### config.mk
export PLATFORM = sky130hd
export DESIGN_NAME = spi_sck_divider
export DESIGN_NICKNAME = d
export VERILOG_FILES = /design/src/rtl/sckdiv_pkg.sv /design/src/rtl/sckdiv_limit.sv /design/src/rtl/sckdiv_shadow.sv /design/src/rtl/sckdiv_count.sv /design/src/rtl/spi_sck_divider.sv
export SDC_FILE = /design/constraint.sdc
export NUM_CORES = 1
export LEC_CHECK = 0
export BUFFER_PORTS_ARGS = -buffer_cell sky130_fd_sc_hd__buf_4
export CAP_MARGIN = 25
export CORE_ASPECT_RATIO = 2
export CORE_MARGIN = 3
export CORE_UTILIZATION = 28
export CTS_CLUSTER_SIZE = 20
export DETAILED_ROUTE_END_ITERATION = 10
export SLEW_MARGIN = 30
export SYNTH_ARGS = -nofsm -noshare
export SYNTH_HDL_FRONTEND = slang
export SYNTH_SLANG_ARGS = --single-unit
### constraint.sdc
create_clock -name clk -period 4.8 [get_ports clk]
set_input_delay 0.48 -clock clk [delete_from_list [all_inputs] [get_ports clk]]
set_output_delay 0.48 -clock clk [all_outputs]
set_load 0.02 [all_outputs]
### src/rtl/sckdiv_pkg.sv
package sckdiv_pkg;
  // field widths of the configuration word
  localparam int unsigned LIN_W = 8;
  localparam int unsigned EXP_W = 4;
  localparam int unsigned CFG_W = LIN_W + EXP_W + 1;
  // largest power-of-two half-period limit is 2^(2^EXP_W-2)-1
  localparam int unsigned POW_W = (2 ** EXP_W) - 2;
  localparam int unsigned CNT_W = (LIN_W > POW_W) ? LIN_W : POW_W;

  typedef struct packed {
    logic             lin_mode;
    logic [EXP_W-1:0] exp_n;
    logic [LIN_W-1:0] lin_n;
  } sckdiv_cfg_t;
endpackage

### src/rtl/sckdiv_limit.sv
module sckdiv_limit
  import sckdiv_pkg::*;
(
  input  sckdiv_cfg_t      cfg,
  output logic [CNT_W-1:0] lim
);
  // lim = half-period length minus one
  always_comb begin
    lim = '0;
    if (cfg.lin_mode) begin
      lim = CNT_W'(cfg.lin_n);
    end else begin
      // 2^(E-1)-1: bits 0..E-2 set; E = 0 and E = 1 both give zero
      for (int i = 0; i < CNT_W; i++) begin
        lim[i] = ((i + 1) < int'(cfg.exp_n));
      end
    end
  end
endmodule

### src/rtl/sckdiv_shadow.sv
module sckdiv_shadow
  import sckdiv_pkg::*;
(
  input  logic             clk,
  input  logic             rst_n,
  input  logic             wr,
  input  logic [CFG_W-1:0] wdata,
  input  logic             active,
  input  logic             wrap,
  output sckdiv_cfg_t      eff
);
  sckdiv_cfg_t cfg_q, cfg_d;
  sckdiv_cfg_t eff_q, eff_d;
  logic        cfg_en, eff_en;

  always_comb begin
    cfg_en = wr;
    cfg_d  = sckdiv_cfg_t'(wdata);
    // reload only while idle or at the end of a half-period
    eff_en = !active || wrap;
    eff_d  = wr ? sckdiv_cfg_t'(wdata) : cfg_q;
  end

  always_ff @(posedge clk or negedge rst_n) begin
    if (!rst_n) begin
      cfg_q <= '0;
      eff_q <= '0;
    end else begin
      if (cfg_en) cfg_q <= cfg_d;
      if (eff_en) eff_q <= eff_d;
    end
  end

  assign eff = eff_q;


  eff_hold_chk: assert property (@(posedge clk) disable iff (!rst_n)
    (active && !wrap) |=> $stable(eff_q));


  idle_apply_chk: assert property (@(posedge clk) disable iff (!rst_n)
    (!active && wr) |=> (eff_q == sckdiv_cfg_t'($past(wdata))));
endmodule

### src/rtl/sckdiv_count.sv
module sckdiv_count
  import sckdiv_pkg::*;
(
  input  logic             clk,
  input  logic             rst_n,
  input  logic             active,
  input  logic             idle_level,
  input  logic [CNT_W-1:0] lim,
  output logic             sck,
  output logic             tick,
  output logic             lead
);
  logic [CNT_W-1:0] cnt_q, cnt_d;
  logic             sck_q, sck_d;
  logic             phase_q, phase_d;

  assign tick = active && (cnt_q == lim);
  assign lead = tick && !phase_q;

  always_comb begin
    cnt_d   = cnt_q + 1'b1;
    sck_d   = sck_q;
    phase_d = phase_q;
    if (!active) begin
      cnt_d   = '0;
      sck_d   = idle_level;
      phase_d = 1'b0;
    end else if (tick) begin
      cnt_d   = '0;
      sck_d   = !sck_q;
      phase_d = !phase_q;
    end
  end

  always_ff @(posedge clk or negedge rst_n) begin
    if (!rst_n) begin
      cnt_q   <= '0;
      sck_q   <= 1'b0;
      phase_q <= 1'b0;
    end else begin
      cnt_q   <= cnt_d;
      sck_q   <= sck_d;
      phase_q <= phase_d;
    end
  end

  assign sck = sck_q;


  cnt_in_range_chk: assert property (@(posedge clk) disable iff (!rst_n)
    cnt_q <= lim);


  sck_toggle_chk: assert property (@(posedge clk) disable iff (!rst_n)
    tick |=> (sck_q != $past(sck_q)));


  sck_steady_chk: assert property (@(posedge clk) disable iff (!rst_n)
    (active && !tick) |=> $stable(sck_q));


  sck_idle_chk: assert property (@(posedge clk) disable iff (!rst_n)
    !active |=> (sck_q == $past(idle_level)));
endmodule

### src/rtl/spi_sck_divider.sv
module spi_sck_divider
  import sckdiv_pkg::*;
(
  input  logic             clk,
  input  logic             rst_n,
  input  logic             cfg_wr,
  input  logic [CFG_W-1:0] cfg_wdata,
  input  logic             xfer_active,
  input  logic             idle_level,
  output logic             sck,
  output logic             edge_tick,
  output logic             edge_lead
);
  logic [1:0]       rst_sync_q;
  logic             rst_int_n;
  sckdiv_cfg_t      eff_cfg;
  logic [CNT_W-1:0] half_lim;
  logic             tick_w;

  // asynchronous assert, synchronous release
  always_ff @(posedge clk or negedge rst_n) begin
    if (!rst_n) rst_sync_q <= 2'b00;
    else        rst_sync_q <= {rst_sync_q[0], 1'b1};
  end
  assign rst_int_n = rst_sync_q[1];

  sckdiv_shadow u_shadow (
    .clk    (clk),
    .rst_n  (rst_int_n),
    .wr     (cfg_wr),
    .wdata  (cfg_wdata),
    .active (xfer_active),
    .wrap   (tick_w),
    .eff    (eff_cfg)
  );

  sckdiv_limit u_limit (
    .cfg (eff_cfg),
    .lim (half_lim)
  );

  sckdiv_count u_count (
    .clk        (clk),
    .rst_n      (rst_int_n),
    .active     (xfer_active),
    .idle_level (idle_level),
    .lim        (half_lim),
    .sck        (sck),
    .tick       (tick_w),
    .lead       (edge_lead)
  );

  assign edge_tick = tick_w;


  tick_needs_active_chk: assert property (@(posedge clk) disable iff (!rst_int_n)
    edge_tick |-> xfer_active);


  lead_needs_tick_chk: assert property (@(posedge clk) disable iff (!rst_int_n)
    edge_lead |-> edge_tick);
endmodule

# Word level (Yosys, flattened, before mapping)
# Cells that the tools add are included.
# W data, S select, Z words.
# op_classes
order_cmp,14
add_sub_neg,1
muxes,8
reduce_logical,6
n_eq_ne,2
# ops
operator,n
$mux W14,3
$lt A4 B4 Y1 const A,7
$lt A3 B4 Y1 const A,4
$add A14 B1 Y14 const B,1
$eq A14 B14 Y1,1
$mux W13,1
$lt A2 B4 Y1 const A,2
$lt A1 B4 Y1 const A,1
$mux W1,4
$logic_not A1 Y1,3
$logic_and A1 B1 Y1,2
$ne A2 B1 Y1 const B,1
$logic_or A1 B1 Y1,1
# totals
reg_bits,44
input_bits,18
out_inout_bits,3

# Longest topological paths before layout
# Gate-level depths: netlist of run 1.
# logic_depth
word_depth,6
mapped_depth,9
ltp_nobuf,6

# Cells and area by module
# A second synthesis of run 1 with hierarchy kept.
# hier_totals
cells_unflattened,196
area_unflattened_um2,2289.7
# by_module_without_submodules
module,n_inst,area_each_um2,cells_per_inst
sckdiv_shadow,1,1043.5,55
sckdiv_count,1,979.7,98
sckdiv_limit,1,212.7,40
spi_sck_divider,1,53.8,3

# Least setup slack after synthesis of run 1
# Ideal clock, no wire load.
# synth_path
kind,register to output
startpoint,reg u_shadow.eff_q (netlist bit u_shadow.eff[10])
endpoint,out edge_lead
stages_incl_launch_ff,8
arrival_ns,2.122
path_slack_ns,2.198
path_cell_list,dfrtp_1 buf_4 nor2_2 nor2_1 o41a_1 or4_4 nor3_1 and3b_1
# synth_via
elab_chain_cells,5
elab_cells_between_ends,18
classes_between,order compare: 14; eq/ne: 1; mux: 1; reduce/logical: 2
# synth_rtl
item,line_no,rtl
"start, declared",sckdiv_shadow.sv:13,"sckdiv_cfg_t eff_q, eff_d;"
"start signal, assigned",sckdiv_shadow.sv:27,eff_q <= '0;
"start signal, assigned",sckdiv_shadow.sv:30,if (eff_en) eff_q <= eff_d;
$lt A1 B4 Y1 (tied with other cells),sckdiv_limit.sv:15,lim[i] = ((i + 1) < int'(cfg.exp_n));
$mux W14 *,sckdiv_limit.sv:10,if (cfg.lin_mode) begin
$eq A14 B14 Y1 *,sckdiv_count.sv:17,assign tick = active && (cnt_q == lim);
$logic_and A1 B1 Y1 *,sckdiv_count.sv:17,
$logic_and A1 B1 Y1 *,sckdiv_count.sv:18,assign lead = tick && !phase_q;
"end, declared",spi_sck_divider.sv:12,output logic edge_lead
# Every way passes the cells marked *; elsewhere a longest branch is shown, timed or not.

# Worst setup path in the final report of run 1
# Same ends and word-level chain as after synthesis.

==> run_results.csv, run 1 <==
group,metric,value,unit
outcome,outcome,"completed",
place,dpl.hpwl,3.11,mm
clock_tree,clock_path_buffers,2,
global_route,grt_usage,11.1,%
floorplan,die_x,68.2,µm
yosys,async_flop_share,100,%
yosys,synth.avg_cell_area,11.7,µm²
floorplan,ios,21,
floorplan,die_h,130,µm
critical_path,reg2reg_slack,1.60,ns
critical_path,crit_path_top_delay_cell,"or4_4",
final_layout,instances_no_fill,301,
job,maxCapViolations,0,
drt,drt_pass1_iterations,4,
critical_path,arrival,2.79,ns
yosys,synth_area,2170,µm²
clock_tree,numClockSinks,44,
critical_path,cp.required,4.32,ns
drt,routed_wl,4.29,mm
critical_path,startpoint,"u_shadow.eff[10]$_DFFE_PN0P_",
clock_tree,clk_pin_slew,0.06,ns
timing,final_hold_viol_count,0,
drt,routedWlPerCell,14.2,µm
drt,post_drt_via_cell_ratio,4.75,
drt,first_iter_violations,49,
yosys,synth_warnings,0,
final_layout,fin_nets,227,
final_layout,syn_to_final_growth,18.7,%
power,vdd_drop_max,0.133,mV
clock_tree,cts_tree,"yes",
final_layout,seq_area,1100,µm²
yosys,synthTopCellsByArea,"dfrtp_1 51%, mux2_2 11%, xor2_1 4.8%",
final_layout,multi_input_area,1010,µm²
yosys,synth-edff-count,0,
clock_tree,clock_latency,0.29,ns
yosys,syn_nets,204,
place,dp.cells,292,
global_route,grt_max_degree,43,
clock_tree,root_buffer,"clkbuf_16",
critical_path,r2r-start,"u_shadow.eff[10]$_DFFE_PN0P_",
floorplan,initial_core_util,29.4,%
timing,setup_viol,0,
yosys,synth_most_common_cell,"dfrtp_1",
power,cellPowerDensity,375,nW/µm²
clock_tree,cts_buffers,5,
floorplan,fp.coreArea,7380,µm²
drt,ant_nets,0,
place,portBuffers,20,
timing,max_freq,306,MHz
global_route,grt_overflow,0,
critical_path,path_class,"flip-flop to output port",
yosys,yosysSeqAreaShare,50.8,%
final_layout,antenna-diode-count,0,
global_route,antenna_found_initial,0,
timing,whs,0.313,ns
critical_path,end_kind,"output port",
timing,min_period,3.27,ns
timing,min_period_over_period,68.2,%
clock_tree,htreeDepth,2,
critical_path,critPathMaxFanout,14,
yosys,syn-instance-count,185,
timing,relSlewSlack,54.7,%
yosys,yosysUniqueCellTypes,41,
timing,rsz0062_at_grt,"false",
yosys,synth_area_leader_cell,"dfrtp_1",
timing,tns,0,ns
floorplan,dieArea,8890,µm²
critical_path,path_cells,"nor4b_1, o311ai_1, o41a_1, or4_4, nor3_1, and3b_1, buf_4",
min_path,hp-class,"flip-flop to asynchronous set/reset pin",
yosys,ys_ff_latch,44,
global_route,grt_pass1_vias,1447,
critical_path,critPathMaxStageDelay,0.56,ns
final_layout,fillCellCount,742,
clock_tree,cts-resized-gates,0,
power,p_leak,1.11,nW
timing,worst_slack,1.53,ns
timing,slew_violations,0,
drt,route.detailed.drc,0,
final_layout,finish.utilization,34.9,%
place,place_congestion,0.899,
drt,dr_total_vias,1431,
final_layout,layout-drive-gt1-share,28.2,%
yosys,synth_top_area_share,50.8,%
yosys,ys.flop_type,"dfrtp_1",
yosys,ys_top_cells_by_count,"44 x dfrtp_1, 21 x mux2_2, 20 x nor2_1, 12 x xor2_1, 11 x xnor2_1",
floorplan,fp-row-count,44,
global_route,grt_pass1_wl,7.11,mm
critical_path,startpoint_type,"flip-flop",
timing,clock_skew,0.00335,ns
place,place_ws,1.64,ns
timing,worst_pin_slew,0.680,ns
==> timing repair <==
| item | 4_1_cts | 5_1_grt |
|---|---|---|
| setup endpoints to repair | 0 | 0 |
| buffers inserted | 0 | 0 |
| hold buffers | 1 | 0 |
| endpoints found under the hold margin | 2 | 0 |
==> placed cells by master, fill, tap and decap left out, drive strengths merged, types with 4 or more instances in the layout <==
master  count
a21oi       6
and3        4
buf        21
clkbuf      5
dfrtp      44
mux2       26
nand2       6
nand3       9
nor2       21
nor2b       5
o21ai       4
xnor2      11
xor2       12
==> area by class of cell <==
| cell class | instances | share of cell area [%] |
|---|---|---|
| clock buffers | 5 | 4.86 |
| clock inverters | 3 | 1.65 |
| inverters | 3 | 0.438 |
| multi-input cells | 132 | 39.1 |
| flip-flops and latches | 44 | 42.9 |
| well taps | 92 | 4.47 |
| repair buffers | 22 | 6.52 |
==> flip-flops by register name, indices dropped and copies added, names as in the netlist <==
name and cells:
u_shadow.eff 13, u_count.phase_q 1, rst_sync_q 2, u_count.sck 1
u_shadow.cfg_q 13, u_count.cnt_q 14
==> layer usage <==
| metal | vias up | global-route usage (%) | share of wire [%] |
|---|---|---|---|
| met1 | 709 | 11.2 | 37 |
| li1 | 689 | - | - |
| met2 | 27 | 19.6 | 57 |
| met3 | 6 | 2.05 | 2.9 |
| met4 | 0 | 7.62 | 3.2 |
| met5 | - | 0 | 0 |
==> power by group <==
group | internal (mW) | switching, mW | total, mW
clock network | 0.244 | 0.142 | 0.386
logic | 0.0744 | 0.0604 | 0.135
registers | 0.402 | 0.0405 | 0.443
total | 0.721 | 0.243 | 0.964
==> worst max-delay path, delay by kind of cell, from the launching register on <==
kind | cells | cell delay (ns)
buffers and inverters | 1 | 0.14
AOI/OAI and AO/OA | 2 | 0.29
and+or+nand+nor | 4 | 1.54
DFF | 1 | 0.53
==> logic make-up (layout without fill, tap and decap cells) <==
logic type / after synthesis / after routing / share of synthesized area (%)
AO/OA/AOI/OAI: 21 / 21 / 7.10
XOR/XNOR: 23 / 23 / 9.30
adder cells (fa/ha/maj): 1 / 1 / 0.577
buffers and inverters: 9 / 33 / 2.77
flip-flops: 44 / 44 / 50.8
multiplexers: 28 / 28 / 15.3
other: 1 / 1 / 0.173
AND/OR/NAND/NOR: 58 / 58 / 14.0
==> metrics by stage <==
stage / area [µm²] / power (mW)
after floorplan: 2170 / 0.546
after global placement: 2390 / 0.580
after detailed placement: 2390 / 0.585
after CTS: 2570 / 0.979
after global routing: 2570 / 1.01
final: 2570 / 0.964
==> final timing paths <==
path,cells past startpoint,to
worst min-delay path,0,u_shadow.cfg_q[5]$_DFF_PN0_
max in group asynchronous,0,u_shadow.cfg_q[8]$_DFF_PN0_
worst max-delay path,7,edge_lead
worst min register to register,0,u_shadow.cfg_q[5]$_DFF_PN0_
min in group clk,0,rst_sync_q[1]$_DFF_PN0_
worst max register to register,7,u_shadow.eff[2]$_DFFE_PN0P_
Note: power is estimated with default switching activity, not from simulation.
==> inputs of run 2 (changes only) <==
--- a/config.mk
+++ b/config.mk
@@ -5,6 +5,7 @@
 export SDC_FILE = /design/constraint.sdc
 export NUM_CORES = 1
 export LEC_CHECK = 0
+export ABC_AREA = 1
 export BUFFER_PORTS_ARGS = -buffer_cell sky130_fd_sc_hd__buf_4
 export CAP_MARGIN = 25
 export CORE_ASPECT_RATIO = 2
==> constraint.sdc (replaced) <==
create_clock -name clk -period 2.65 [get_ports clk]
set_input_delay 0.265 -clock clk [delete_from_list [all_inputs] [get_ports clk]]
set_output_delay 0.265 -clock clk [all_outputs]
set_load 0.02 [all_outputs]
==> run 2 against run 1 <==
Net effect: synthesized area grew 4.6%; via count grew 25%; critical path depth grew 5; flip-flop and latch count is the same; clock skew grew 0.0021 ns; non-clock buffer count grew 1; cell count grew 30%; die area grew 4.3%; total power grew 82%; synthesized cell count grew 48%.
==> run_results.csv, run 2 <==
group,metric,value,unit
critical_path,arrival,2.13,ns
critical_path,path_class,"flip-flop to output port",
yosys,syn-instance-count,274,
critical_path,end_kind,"output port",
min_path,hp-class,"input port to flip-flop",
critical_path,path_cells,"nor2_1, nand3_1, nand3b_1, nand2_1, inv_1, nand2_1, nor2_2, nand3_4, nand2_4, nand2_1, inv_1, buf_4",
timing,setup_viol,0,
power,p_total,1.75,mW
place,dp.cells,383,
critical_path,crit_top_cell,"nand2_1",
final_layout,instances_no_fill,392,
yosys,synth.avg_cell_area,8.27,µm²
critical_path,critPathMaxStageDelay,0.46,ns
yosys,yosysUniqueCellTypes,25,
clock_tree,cts_setup_buffers,0,
power,vdd_drop_max,0.496,mV
place,place_congestion,0.860,
floorplan,die_x,69.6,µm
clock_tree,cts_tree,"yes",
timing,min_period,2.40,ns
global_route,grt_overflow,0,
timing,final_hold_viol_count,0,
critical_path,critPathMaxFanout,12,
clock_tree,clk_pin_slew,0.06,ns
clock_tree,cts_buffers,5,
floorplan,initial_core_util,29.4,%
final_layout,antenna-diode-count,0,
timing,min_period_over_period,90.6,%
yosys,synthTopCellsByArea,"dfrtp_1 49%, nand2_1 15%, nand3_1 7.5%",
place,portBuffers,20,
timing,tns,0,ns
critical_path,reg2reg_slack,0.61,ns
floorplan,dieArea,9280,µm²
final_layout,max_flop_register,"u_count.cnt_q",
yosys,synth_warnings,0,
yosys,async_flop_share,100,%
global_route,antenna_found_initial,0,
clock_tree,htreeDepth,2,
yosys,ys_ff_latch,44,
drt,ant_nets,0,
floorplan,fp.coreArea,7710,µm²
place,dpl.hpwl,3.61,mm
clock_tree,numClockSinks,44,
clock_tree,clock_latency,0.29,ns
yosys,synth_most_common_cell,"nand2_1",
job,maxCapViolations,0,
yosys,ys_top_cells_by_count,"93 x nand2_1, 44 x dfrtp_1, 34 x nand3_1, 26 x nor2_1, 20 x inv_1",
yosys,synth_area_leader_cell,"dfrtp_1",
final_layout,layout_commonest_cell,"nand2_1",
place,place_ws,0.475,ns
yosys,ys.flop_type,"dfrtp_1",
timing,rsz0062_at_grt,"false",
floorplan,ios,21,
clock_tree,clock_path_buffers,2,
timing,relSlewSlack,64.0,%
final_layout,fin_nets,316,
yosys,yosysSeqAreaShare,48.6,%
floorplan,die_h,133,µm
final_layout,syn_to_final_growth,18.3,%
floorplan,fp-row-count,45,
final_layout,layout_common_cells,"93 x nand2_1, 42 x dfrtp_1, 34 x nand3_1",
drt,drt_pass1_iterations,4,
timing,slew_violations,0,
final_layout,layout-drive-gt1-share,17.4,%
outcome,outcome,"completed",
global_route,grt_usage,11.2,%
timing,max_freq,417,MHz
global_route,grt_pass1_wl,8.16,mm
drt,routedWlPerCell,12.2,µm
global_route,grt_max_degree,43,
critical_path,crit_path_top_delay_cell,"dfrtp_1",
power,p_leak,1.31,nW
clock_tree,root_buffer,"clkbuf_16",
yosys,synth_top_area_share,48.6,%
global_route,grt_pass1_vias,1782,
timing,worst_slack,0.250,ns
final_layout,finish.utilization,34.8,%
timing,worst_pin_slew,0.540,ns
final_layout,largest_reg_flops,14,
critical_path,startpoint_type,"flip-flop",
drt,dr_total_vias,1782,
yosys,synth-edff-count,0,
critical_path,cp.required,2.38,ns
timing,clock_skew,0.00547,ns
drt,route.detailed.drc,0,
drt,routed_wl,4.79,mm
drt,post_drt_via_cell_ratio,4.55,
drt,first_iter_violations,29,
yosys,synth_area,2270,µm²
power,cellPowerDensity,652,nW/µm²
yosys,syn_nets,293,
-- run 2: critical path: cells and delay by family, from the launching register on --
family / cells / cell delay [ns]
simple gates: 9 / 1.14
flops: 1 / 0.46
buf+inv: 3 / 0.22
-- run 2: cells by family (layout without fill, tap and decap cells) --
group	Yosys count	count (layout)	synth area share, %
and+or+nand+nor	172	172	33.6
DFF	44	44	48.6
buffers and inverters	28	52	5.52
muxes	13	13	6.46
xor gates and xnor gates	11	11	4.25
AOI/OAI and AO/OA	4	4	0.883
adders and majority gates	1	1	0.552
other	1	1	0.165
-- run 2: power by group --
part | switching, mW | internal, mW
sequential | 0.0552 | 0.728
combinational | 0.153 | 0.113
clock | 0.256 | 0.443
-- run 2: what timing repair did --
action                                 4_1_cts  5_1_grt
setup endpoints to repair                    0        1
hold buffers                                 1        0
endpoints found under the hold margin        2        0
gates resized for setup                      0        1
-- run 2: worst paths after layout --
check / to / cells after the start / from
max in group asynchronous: u_shadow.eff[12]$_DFFE_PN0P_ / 0 / rst_sync_q[1]$_DFF_PN0_
hold / removal: u_shadow.cfg_q[0]$_DFF_PN0_ / 2 / cfg_wdata[0]
min in group asynchronous: rst_sync_q[1]$_DFF_PN0_ / 2 / rst_n
hold reg to reg: u_shadow.cfg_q[9]$_DFF_PN0_ / 0 / rst_sync_q[1]$_DFF_PN0_
setup reg to reg: u_shadow.eff[2]$_DFFE_PN0P_ / 12 / u_shadow.eff[10]$_DFFE_PN0P_
setup / recovery: edge_lead / 12 / u_shadow.eff[10]$_DFFE_PN0P_
-- run 2: layout make-up --
type	instances	area, µm²
clock inverter	2	35.0
tap	94	118
clock buffer	6	129
multi-input combinational	202	1040
sequential	44	1110
inverter	21	78.8
timing repair buffer	23	175
fill	788	5030
-- run 2: routing by layer --
layer  up-vias  wire length (µm)  global-route usage, %  part of all wire [%]
li1        909                 -                      -                     -
met1       833              1810                   11.0                    38
met2        28              2680                   20.9                    56
met3        12               139                   2.27                   2.9
met4         0               166                   6.82                   3.5
met5         -                 0                      0                     0
-- run 2: through the flow --
step	hold WS (ns)	instance area, µm²
after detailed placement	0.0490	2500
after global routing	0.227	2680
after global placement	0.0473	2500
after CTS	0.219	2680
after floorplan	-0.0306	2270
final	0.221	2680
